`src/rtl/dac_ctrl_pkg.sv`:
```
package dac_ctrl_pkg;
  localparam int unsigned WORD_W   = 16;
  localparam int unsigned CODE_W   = 10;
  localparam int unsigned CODE_LSB = 2;
  // program bit positions decoded by the latch bank
  localparam int unsigned POS_TO_A = 15;
  localparam int unsigned POS_SLOW = 14;
  localparam int unsigned POS_PD   = 13;
  localparam int unsigned POS_STG  = 12;

  typedef enum logic [1:0] {
    XF_LOAD_A   = 2'd0,
    XF_LOAD_B   = 2'd1,
    XF_STG_ONLY = 2'd2
  } xfer_kind_e;

  typedef struct packed {
    xfer_kind_e        kind;
    logic              slow;
    logic              pwrdn;
    logic [CODE_W-1:0] code;
  } cmd_t;

  function automatic cmd_t decode_word(input logic [WORD_W-1:0] w);
    cmd_t c;
    c.code  = w[CODE_LSB +: CODE_W];
    c.slow  = w[POS_SLOW];
    c.pwrdn = w[POS_PD];
    if (w[POS_TO_A])     c.kind = XF_LOAD_A;
    else if (w[POS_STG]) c.kind = XF_STG_ONLY;
    else                 c.kind = XF_LOAD_B;
    return c;
  endfunction
endpackage

```
`src/rtl/serial_sync.sv`:
```
module serial_sync #(
  parameter int unsigned            STAGES  = 2,
  parameter int unsigned            WIDTH   = 3,
  parameter logic [WIDTH-1:0]       RST_VAL = '0
) (
  input  logic             clk_i,
  input  logic             rst_ni,
  input  logic [WIDTH-1:0] d_i,
  output logic [WIDTH-1:0] sync_o,
  output logic [WIDTH-1:0] rise_o,
  output logic [WIDTH-1:0] fall_o
);
  // one extra stage holds the previous synchronised value
  logic [STAGES:0][WIDTH-1:0] stg_q;

  always_ff @(posedge clk_i or negedge rst_ni) begin
    if (!rst_ni) begin
      stg_q <= {(STAGES+1){RST_VAL}};
    end else begin
      stg_q[0] <= d_i;
      for (int i = 1; i <= STAGES; i++) stg_q[i] <= stg_q[i-1];
    end
  end

  assign sync_o = stg_q[STAGES-1];
  assign rise_o = stg_q[STAGES-1] & ~stg_q[STAGES];
  assign fall_o = ~stg_q[STAGES-1] & stg_q[STAGES];
endmodule

```
`src/rtl/frame_shifter.sv`:
```
module frame_shifter
  import dac_ctrl_pkg::*;
#(
  parameter bit AUTO_TERM = 1'b0
) (
  input  logic              clk_i,
  input  logic              rst_ni,
  input  logic              sel_fall_i,
  input  logic              sel_rise_i,
  input  logic              sck_fall_i,
  input  logic              sdi_i,
  output logic [WORD_W-1:0] word_o,
  output logic              xfer_o
);
  localparam int unsigned CNT_W = $clog2(WORD_W + 1);
  localparam logic [CNT_W-1:0] LAST_CNT = CNT_W'(WORD_W - 1);

  logic              open_q;
  logic [CNT_W-1:0]  cnt_q;
  logic [WORD_W-1:0] sh_q;
  logic              xfer_q;
  logic              shift_en;
  logic              last_edge;
  logic              xfer_d;

  assign shift_en = sck_fall_i & open_q;

  generate
    if (AUTO_TERM) begin : g_auto
      assign last_edge = shift_en & (cnt_q == LAST_CNT);
      // internal end-of-frame ORed with an early select rise
      assign xfer_d    = last_edge | (sel_rise_i & open_q);
    end else begin : g_plain
      assign last_edge = 1'b0;
      assign xfer_d    = sel_rise_i;
    end
  endgenerate

  always_ff @(posedge clk_i or negedge rst_ni) begin
    if (!rst_ni) begin
      open_q <= 1'b0;
      cnt_q  <= '0;
    end else if (sel_fall_i) begin
      open_q <= 1'b1;
      cnt_q  <= '0;
    end else if (sel_rise_i || last_edge) begin
      open_q <= 1'b0;
    end else if (shift_en && cnt_q != LAST_CNT) begin
      cnt_q  <= cnt_q + 1'b1;
    end
  end

  always_ff @(posedge clk_i or negedge rst_ni) begin
    if (!rst_ni)       sh_q <= '0;
    else if (shift_en) sh_q <= {sh_q[WORD_W-2:0], sdi_i};
  end

  always_ff @(posedge clk_i or negedge rst_ni) begin
    if (!rst_ni) xfer_q <= 1'b0;
    else         xfer_q <= xfer_d;
  end

  assign word_o = sh_q;
  assign xfer_o = xfer_q;
endmodule

```
`src/rtl/latch_bank.sv`:
```
module latch_bank
  import dac_ctrl_pkg::*;
(
  input  logic              clk_i,
  input  logic              rst_ni,
  input  logic              xfer_i,
  input  logic [WORD_W-1:0] word_i,
  output logic [CODE_W-1:0] code_a_o,
  output logic [CODE_W-1:0] code_b_o,
  output logic              slow_o,
  output logic              pwrdn_o
);
  cmd_t              cmd;
  logic [CODE_W-1:0] a_q, b_q, stg_q;
  logic              slow_q, pd_q;

  assign cmd = decode_word(word_i);

  always_ff @(posedge clk_i or negedge rst_ni) begin
    if (!rst_ni) begin
      a_q    <= '0;
      b_q    <= '0;
      stg_q  <= '0;
      slow_q <= 1'b0;
      pd_q   <= 1'b0;
    end else if (xfer_i) begin
      slow_q <= cmd.slow;
      pd_q   <= cmd.pwrdn;
      unique case (cmd.kind)
        XF_LOAD_A: begin
          a_q <= cmd.code;
          b_q <= stg_q;
        end
        XF_LOAD_B: begin
          b_q   <= cmd.code;
          stg_q <= cmd.code;
        end
        XF_STG_ONLY: stg_q <= cmd.code;
        default: ;
      endcase
    end
  end

  assign code_a_o = a_q;
  assign code_b_o = b_q;
  assign slow_o   = slow_q;
  assign pwrdn_o  = pd_q;
endmodule

```
`src/rtl/dual_dac_ctrl.sv`:
```
module dual_dac_ctrl
  import dac_ctrl_pkg::*;
#(
  parameter bit          AUTO_TERM   = 1'b0,
  parameter int unsigned SYNC_STAGES = 2
) (
  input  logic              clk_i,
  input  logic              rst_ni,
  input  logic              cs_ni,
  input  logic              sck_i,
  input  logic              sdi_i,
  output logic [CODE_W-1:0] code_a_o,
  output logic [CODE_W-1:0] code_b_o,
  output logic              slow_o,
  output logic              pwrdn_o
);
  localparam int unsigned PIN_N = 3;
  localparam int unsigned IX_CS = 2;
  localparam int unsigned IX_CK = 1;
  localparam int unsigned IX_DI = 0;

  logic [PIN_N-1:0]  pin_sync, pin_rise, pin_fall;
  logic              sel_fall, sel_rise, sck_fall;
  logic [WORD_W-1:0] shreg;
  logic              xfer;

  // select idles high so reset never looks like a frame start
  serial_sync #(
    .STAGES (SYNC_STAGES),
    .WIDTH  (PIN_N),
    .RST_VAL(PIN_N'(1) << IX_CS)
  ) i_sync (
    .clk_i (clk_i),
    .rst_ni(rst_ni),
    .d_i   ({cs_ni, sck_i, sdi_i}),
    .sync_o(pin_sync),
    .rise_o(pin_rise),
    .fall_o(pin_fall)
  );

  assign sel_fall = pin_fall[IX_CS];
  assign sel_rise = pin_rise[IX_CS];
  assign sck_fall = pin_fall[IX_CK];

  frame_shifter #(.AUTO_TERM(AUTO_TERM)) i_frame (
    .clk_i     (clk_i),
    .rst_ni    (rst_ni),
    .sel_fall_i(sel_fall),
    .sel_rise_i(sel_rise),
    .sck_fall_i(sck_fall),
    .sdi_i     (pin_sync[IX_DI]),
    .word_o    (shreg),
    .xfer_o    (xfer)
  );

  latch_bank i_bank (
    .clk_i   (clk_i),
    .rst_ni  (rst_ni),
    .xfer_i  (xfer),
    .word_i  (shreg),
    .code_a_o(code_a_o),
    .code_b_o(code_b_o),
    .slow_o  (slow_o),
    .pwrdn_o (pwrdn_o)
  );

  logic unused_pins;
  assign unused_pins = ^{pin_sync[IX_CS], pin_sync[IX_CK], pin_rise[IX_CK],
                         pin_rise[IX_DI], pin_fall[IX_DI]};
endmodule

```
`config.mk`:
```
export PLATFORM = sky130hd
export DESIGN_NAME = dual_dac_ctrl
export DESIGN_NICKNAME = d
export VERILOG_FILES = /design/src/rtl/dac_ctrl_pkg.sv /design/src/rtl/serial_sync.sv /design/src/rtl/frame_shifter.sv /design/src/rtl/latch_bank.sv /design/src/rtl/dual_dac_ctrl.sv
export SDC_FILE = /design/constraint.sdc
export NUM_CORES = 1
export LEC_CHECK = 0
export ABC_AREA = 1
export BUFFER_PORTS_ARGS = -buffer_cell sky130_fd_sc_hd__buf_4
export CAP_MARGIN = 15
export CORE_UTILIZATION = 50
export DETAILED_ROUTE_END_ITERATION = 10
export PLACE_DENSITY = 0.72
export SYNTH_ARGS = -nofsm -noshare
export SYNTH_HDL_FRONTEND = slang
export SYNTH_SLANG_ARGS = --single-unit
```
`constraint.sdc`:
```
create_clock -name clk_i -period 1.6 [get_ports clk_i]
set_input_delay 0.16 -clock clk_i [delete_from_list [all_inputs] [get_ports clk_i]]
set_output_delay 0.16 -clock clk_i [all_outputs]
set_load 0.005 [all_outputs]
```
# == Word-level counts from Yosys, hierarchy flattened ==
# Cells that the tools add are included.
# word_totals
register_bits,59
input_bits,5
output_inout_bits,22
word_cells,30
# op_classes
n_eq_ne,2
n_mux,5
bitwise,5
n_reduce_logical,7
# op_table
op,n
10-bit case mux with 2 select lines,1
3-bit bitwise AND,2
3-bit inverter,2
2-bit AND reduction,3
2-bit two-way mux,2
2-bit nonzero test,2
2-bit by 1-bit equality test with 1-bit output (second input constant),1
2-bit equality test (second input constant),1
2-bit logical NOT,1
1-bit two-way mux,2
2-bit OR reduction,1
1-bit bitwise AND,1

# == Depth between registers and ports, before layout ==
# Gate-level depths: netlist of the first run.
# logic_depth
ltp_word,5
mapped_depth,8
ltp_nobuf,6

# == Modules after synthesis ==
# A second synthesis of the first run with hierarchy kept.
# hier_totals
hier_cells,256
area_unflattened_um2,2371.0
# by_module_without_submodules
mod,instances,cells_each,area_per_inst_um2,seq_area_each_um2
latch_bank,1,158,1348.8,800.8
frame_shifter,1,74,725.7,450.4
serial_sync,1,24,296.5,229.0

# == Worst setup path before layout of the first run ==
# No wires, ideal clock.
# synth_path
path_kind,register to register
from,"register i_frame.sh_q[12], in the netlist i_frame.word_o[12]"
to,register i_bank.stg_q[4]
setup_ps,118
arrival_time_ps,1292
t_required_ps,1482
slack_ps,190
path_stages_with_launch,9
n_path_buf,2
synth_period_minus_slack_ps,1410
cell_sequence,dfrtp_1 nor2_2 buf_4 inv_1 ha_1 nand2_1 buf_4 nand2_1 o21ai_2
# synth_between
elab_chain_len,5
word_cells_on_any_way,6
classes_between,eq/ne (2); mux (2); reduce/logical (2)
# synth_lines
element,line,source
"start, declared",frame_shifter.sv:20,logic [WORD_W-1:0] sh_q;
"start signal, assigned",frame_shifter.sv:55,"else if (shift_en) sh_q <= {sh_q[WORD_W-2:0], sdi_i};"
2-bit two-way mux *,dac_ctrl_pkg.sv:30,else if (w[POS_STG]) c.kind = XF_STG_ONLY;
2-bit two-way mux *,dac_ctrl_pkg.sv:29,if (w[POS_TO_A]) c.kind = XF_LOAD_A;
2-bit by 1-bit equality test with 1-bit output or 2-bit equality test (tied branches),latch_bank.sv:29,unique case (cmd.kind)
2-bit OR reduction (no source line) *,-,
2-bit AND reduction (no source line) *,-,
"end signal, assigned",latch_bank.sv:36,stg_q <= cmd.code;
"end signal, assigned",latch_bank.sv:38,XF_STG_ONLY: stg_q <= cmd.code;
"end, declared",latch_bank.sv:14,"logic [CODE_W-1:0] a_q, b_q, stg_q;"
# Every way passes the cells marked *; elsewhere a longest branch is shown, timed or not.
# A chain may end at the register's enable or synchronous reset.

# == Worst setup path in the final report of the first run ==
# layout_path
from,"register i_frame.sh_q[12], in the netlist i_frame.word_o[12]"
to,register i_bank.stg_q[1]
# Same word-level chain as after synthesis.

==> summary.txt, run 1 <==
status - finished, final reports clean
WL/cell - 11.7 um
die width - 69.7 um
Filler cells - 368
number of distinct library cells after synthesis - 19
Sink Count - 58
worst-path maximum fanout - 20
HP Class - reg2reg
fin cells - 328
Antenna Nets Post-Route - 0
Crit path required time - 1850 ps
hold endpoint - i_sync.sync_o[1]$_DFF_PN0_
DRC - 0
Ys Warns - 0
worst path arrival time - 1650 ps
top area cells in the synthesized netlist - dfrtp_1, nand2_1, o21ai_1, o21ai_0, dfstp_2
1st-iter DRT viols - 69
number of global-route vias before repair - 1,433
Async S/R FF share, synth - 100%
clk_lat worst skew - 330 ps
initial antenna violation count - 0
hpwl dp - 2.48 mm
fin crit period - 1390 ps
nets@finish - 279
Overall Power - 3.32 mW
Slew Limit Fails - 0
most frequent cell after synthesis - nand2_1
FF-to-FF setup slack - 210 ps
footprint of the multi-input gates - 673 um2
flip-flop and latch area - 1460 um2
relative slew slack - 53.7%
via count - 1,561
Synth Flop Type - dfrtp_1
PD cells - 1200 nW/um2
setup TNS - 0 ps
TritonCTS buffer count - 9
P&R area growth vs syn - 20.2%
number of max-cap violations - 0
worst clock skew - 8.05 ps
share of the synthesized area in the top cell type - 60.1%
Mapped Area - 2290 um2
CTS resizes - 0
antenna diode count - 0
Die ar. - 4860 um2
element type at the critical path end - flop
R2R depth - 7
Setup Viol. Count Final - 0
Root Buffer - clkbuf_8
WHS Path Cells - 0
Setup crit start - i_frame.word_o[12]$_DFFE_PN0P_
pin count of the biggest net entering global routing - 59
CTS tree - done
global-route usage over all layers - 18.0%
top cells by count, synth - nand2_1, dfrtp_1, o21ai_1, inv_1, o21ai_0
Seq/Total Area, Yosys - 63.5%
Ports - 27
DRT Wirelength - 3.84 mm
hold_sp - i_sync.stg_q[1]$_DFF_PN0_
Post-Synthesis Cells - 236
flops & latches, synth - 58
GP Congestion - 0.747
Worst R2R Start - i_frame.word_o[12]$_DFFE_PN0P_
Slew @ Worst Pin - 694 ps
syn_area_per_cell - 9.71 um2
H-tree depth - 3
CTS max path bufs - 2
leakage power - 1.40 nW
port bufs - 26
f_max - 717 MHz
Final WS setup - 206 ps
RSZ-0062 raised after global routing - false
Max rail drop VDD - 0.646 mV
Yosys top cell by area - dfrtp_1
Setup CP Type - reg2reg
DR pass1 iterations - 4
FF-to-FF End - i_bank.stg_q[1]$_DFFE_PN0P_
dpl cells - 308
Core Area - 4380 um2
Die Y - 69.7 um
Setup crit start kind - flop
CTS clk-pin slew, worst paths - 60 ps
layout cells sized above 1 - 20.3%
Tcrit/Tclk final - 87.1%
Fin. Hold Viols - 0
post-DR vias/cell - 4.76
first-pass GRT wire length - 6.62 mm
Post-synth EDFFs - 0
site row count - 24
DP Worst Slack - 231 ps
Starting Density - 52.3%
Mapped Nets - 244
grt total ovfl - 0
how the worst max path moves through the flow:
| stage | endpoint | slack, ps |
|---|---|---|
| after floorplan | i_bank.stg_q[4]$_DFFE_PN0P_ | 190 |
| after global placement | i_bank.stg_q[4]$_DFFE_PN0P_ | 270 |
| after detailed placement | i_bank.stg_q[2]$_DFFE_PN0P_ | 230 |
| after CTS | i_bank.stg_q[9]$_DFFE_PN0P_ | 200 |
| after global routing | i_bank.stg_q[5]$_DFFE_PN0P_ | 100 |
| final | i_bank.stg_q[1]$_DFFE_PN0P_ | 210 |
through the flow:
stage	hold slack (ps)	instance area [um2]	utilization (%)
final	349	2750	62.8
after global routing	356	2750	62.8
after CTS	353	2750	62.8
after detailed placement	256	2500	57.1
after global placement	255	2500	57.1
after floorplan	-136	2290	-
flip-flops by register name (all words and copies together) (netlist names):
register	count
i_frame.word_o	16
i_bank.code_a_o	10
i_bank.code_b_o	10
i_bank.stg_q	10
i_sync.stg_q	5
i_sync.sync_o	3
i_bank.pwrdn_o	1
i_bank.slow_o	1
i_frame.open_q	1
i_frame.xfer_o	1
power by group:
part           switching, mW  internal (mW)  leakage [nW]  total (mW)
sequential            0.0752           1.58         0.777        1.66
combinational          0.153          0.119         0.518       0.272
clock                  0.539          0.846         0.107        1.38
total                  0.767           2.55          1.40        3.32
logic make-up after synthesis:
kind of cell / after synthesis / share of synthesized area (%)
and+or+nand+nor: 94 / 16.4
adders and majority gates: 3 / 1.64
muxes: 1 / 0.491
DFF: 58 / 63.5
buffers and inverters: 32 / 7.10
AOI/OAI and AO/OA: 48 / 10.8
cell type report:
class | instances | area share [%]
clock buffers | 14 | 6.27
well taps | 52 | 2.36
clock inverters | 2 | 1.27
inverters | 21 | 2.86
multi-input cells | 146 | 24.5
repair buffers | 35 | 9.91
flip-flops and latches | 58 | 52.9
cells in the final DEF (no fill, tap or decap):
master | Yosys | layout
nand2_1 | 88 | 88
dfrtp_1 | 55 | 55
buf_4 | 4 | 31
o21ai_1 | 25 | 25
inv_1 | 20 | 20
o21ai_0 | 19 | 19
clkbuf_8 | 0 | 12
dlygate4sd3_1 | 0 | 4
ha_1 | 3 | 3
dfstp_2 | 3 | 3
nand2_2 | 2 | 2
o21ai_2 | 2 | 2
nor2_1 | 2 | 2
a21oi_1 | 2 | 2
clkbuf_1 | 0 | 2
nor2_2 | 1 | 1
nand3b_4 | 1 | 1
inv_2 | 1 | 1
mux2_2 | 1 | 1
bufinv_16 | 0 | 1
clkinv_2 | 0 | 1
worst max-delay path, cell delays in order, from the launching register on:
cell	delay (ps)
dfrtp_1	430
nor2_2	120
inv_1	50
ha_1	280
nand2_1	60
buf_4	230
nand2_1	90
o21ai_1	70
metal layers:
metal | part of all wire [%] | GRT usage [%] | vias up
li1 | - | - | 812
met4 | 0.75 | 9.33 | 0
met1 | 54 | 25.8 | 711
met5 | 0 | 0 | -
met2 | 41 | 24.5 | 36
met3 | 4.6 | 5.67 | 2
repair_timing:
action,4_1_cts,5_1_grt
hold buffers,4,0
endpoints found under the hold margin,58,0
endpoints found under the setup margin,0,0
buffers inserted,0,0
No activity file was read; power rests on OpenSTA's default activity.
==> run 2, diff against run 1 <==
CORE_UTILIZATION = 35   (was 50)
PLACE_DENSITY = 0.54   (was 0.72)
RECOVER_POWER = 25   (was unset)
==> run 2 against run 1 <==
Effect of this change:
- clock skew decreased by 2.2 ps
- hold slack about the same
- via count decreased by 0.19%
- sequential cell count unchanged
- count of clock-buffer cells in the layout decreased by 1
- fmax increased by 4.2%
- die area increased by 42%
- critical endpoint is now i_bank.stg_q[0]$_DFFE_PN0P_
==> summary.txt, run 2 (synthesis gave the netlist of run 1 again) <==
max reg flops - 16 (unchanged)
first-pass GRT wire length - 7.21 mm (was 6.62 mm)
crit-path max cell delay - 430 ps (about the same)
Ports - 27 (unchanged)
Slew @ Worst Pin - 785 ps (was 694 ps)
Fin. Hold Viols - 0 (unchanged)
worst clock skew - 5.86 ps (was 8.05 ps)
family with the most delay on the worst path - flip-flops (unchanged)
leakage power - 1.38 nW (was 1.40 nW)
setup TNS - 0 ps (unchanged)
CTS clk-pin slew, worst paths - 60 ps (about the same)
Root Buffer - clkbuf_8 (unchanged)
CTS tree - done (unchanged)
post-DR vias/cell - 4.41 (was 4.76)
flip-flop and latch area - 1460 um2 (unchanged)
Tcrit/Tclk final - 83.6% (was 87.1%)
TritonCTS buffer count - 9 (unchanged)
FF-to-FF setup slack - 260 ps (was 210 ps)
RSZ-0062 raised after global routing - false (unchanged)
GP Congestion - 0.747 (about the same)
Stages on worst setup path - 7 (unchanged)
postcts setup bufs - 0 (unchanged)
worst path arrival time - 1550 ps (was 1650 ps)
FF-to-FF End - i_bank.stg_q[0]$_DFFE_PN0P_ (was i_bank.stg_q[1]$_DFFE_PN0P_)
footprint of the multi-input gates - 673 um2 (unchanged)
CP endpoint - i_bank.stg_q[0]$_DFFE_PN0P_ (was i_bank.stg_q[1]$_DFFE_PN0P_)
relative slew slack - 47.7% (was 53.7%)
pin count of the biggest net entering global routing - 59 (unchanged)
R2R depth - 7 (unchanged)
DR pass1 iterations - 4 (unchanged)
crit path buf inv count - 2 (unchanged)
CTS max path bufs - 2 (unchanged)
number of global-route vias before repair - 1,517 (was 1,433)
status - finished, final reports clean (unchanged)
Starting Density - 36.1% (was 52.3%)
commonest non-fill, non-tap cell in the layout - nand2_1 (unchanged)
Crit path required time - 1820 ps (was 1850 ps)
initial antenna violation count - 0 (unchanged)
DP Worst Slack - 272 ps (was 231 ps)
CP Cell Sequence - nor2_2 > inv_1 > ha_1 > nand2_1 > buf_12 > nand2_1 > o21ai_1 (was nor2_2 > inv_1 > ha_1 > nand2_1 > buf_4 > nand2_1 > o21ai_1)
DRC - 0 (unchanged)
grt total ovfl - 0 (unchanged)
f_max - 747 MHz (was 717 MHz)
Filler cells - 619 (was 368)
Final WS setup - 262 ps (was 206 ps)
H-tree depth - 3 (unchanged)
clk_lat worst skew - 330 ps (about the same)
Die ar. - 6870 um2 (was 4860 um2)
element type at the critical path end - flop (unchanged)
Sink Count - 58 (unchanged)
PD cells - 1110 nW/um2 (was 1200 nW/um2)
Max rail drop VDD - 0.534 mV (was 0.646 mV)
WL/cell - 11.7 um (about the same)
Die Y - 82.9 um (was 69.7 um)
layout cells sized above 1 - 19.6% (was 20.3%)
port bufs - 26 (unchanged)
Worst R2R Start - i_frame.word_o[12]$_DFFE_PN0P_ (unchanged)
most frequent cells in the layout - nand2_1, dfrtp_1, o21ai_1 (was nand2_1, dfrtp_1, buf_4)
Antenna Nets Post-Route - 0 (unchanged)
Slew Limit Fails - 0 (unchanged)
Core Area - 6350 um2 (was 4380 um2)
cell mode on critical path - nand2_1 (unchanged)
Setup Viol. Count Final - 0 (unchanged)
hpwl dp - 2.67 mm (was 2.48 mm)
Setup crit start kind - flop (unchanged)
site row count - 29 (was 24)
antenna diode count - 0 (unchanged)
P&R area growth vs syn - 20.2% (unchanged)
global-route usage over all layers - 13.5% (was 18.0%)
1st-iter DRT viols - 85 (was 69)
die width - 82.9 um (was 69.7 um)
number of max-cap violations - 0 (unchanged)
DRT Wirelength - 4.14 mm (was 3.84 mm)
fin crit period - 1340 ps (was 1390 ps)
slowest CP cell - dfrtp_1 (unchanged)
Final Core Density - 43.3% (was 62.8%)
hold_buf cts - 4 (unchanged)
via count - 1,558 (was 1,561)
nets@finish - 279 (unchanged)
Setup CP Type - reg2reg (unchanged)
worst-path maximum fanout - 20 (unchanged)
CTS resizes - 0 (unchanged)
HP Class - reg2reg (unchanged)
Setup crit start - i_frame.word_o[12]$_DFFE_PN0P_ (unchanged)
## run 2: changes by cell type in the layout (fill, tap and decap cells not counted)
cell and change:
bufinv_16 -1, clkbuf_4 +24, clkbuf_8 -2, buf_12 +1
dfstp_1 +1, clkbuf_1 +1, clkinv_2 +2, dfstp_2 -1
buf_4 -25
## run 2: metal layers
layer | global-route usage, % | routed length, um
met5 | 0 | 0
met4 | 8.46 | 51
met3 | 4.87 | 276
met2 | 18.0 | 1700
met1 | 18.6 | 2110
## run 2: cell type report
class	instances	area share (%)
Timing Repair Buffer	35	10.4
Multi-Input combinational cell	146	24.5
Clock buffer	13	5.41
Sequential cell	58	52.9
Tap cell	77	3.50
Clock inverter	3	0.545
Inverter	21	2.86
## run 2: how the worst min path moves through the flow
stage | endpoint | slack, ps | from | cells after the start
final | i_sync.sync_o[1]$_DFF_PN0_ | 350 | i_sync.stg_q[1]$_DFF_PN0_ | 0
after global routing | i_sync.sync_o[1]$_DFF_PN0_ | 350 | i_sync.stg_q[1]$_DFF_PN0_ | 0
after CTS | i_sync.sync_o[1]$_DFF_PN0_ | 350 | i_sync.stg_q[1]$_DFF_PN0_ | 0
after detailed placement | i_sync.stg_q[2]$_DFF_PN1_ | 270 | cs_ni | 1
after global placement | i_frame.word_o[13]$_DFFE_PN0P_ | 270 | rst_ni | 1
after floorplan | i_bank.code_a_o[0]$_DFFE_PN0P_ | -140 | rst_ni | 0
## run 2: per-stage QoR
| step | power [mW] | instances | hold slack [ps] | cell area, um2 |
|---|---|---|---|---|
| after detailed placement | 1.96 | 333 | 269 | 2550 |
| after global placement | 1.96 | 333 | 269 | 2550 |
| final | 3.07 | 353 | 348 | 2750 |
| after CTS | 3.12 | 353 | 352 | 2750 |
| after global routing | 3.23 | 353 | 355 | 2750 |
| after floorplan | 1.83 | 236 | -136 | 2290 |
## run 2: report_power, final
group	internal, mW	switching (mW)
Clock	0.597	0.537
Combinational	0.120	0.155
Sequential	1.58	0.0719
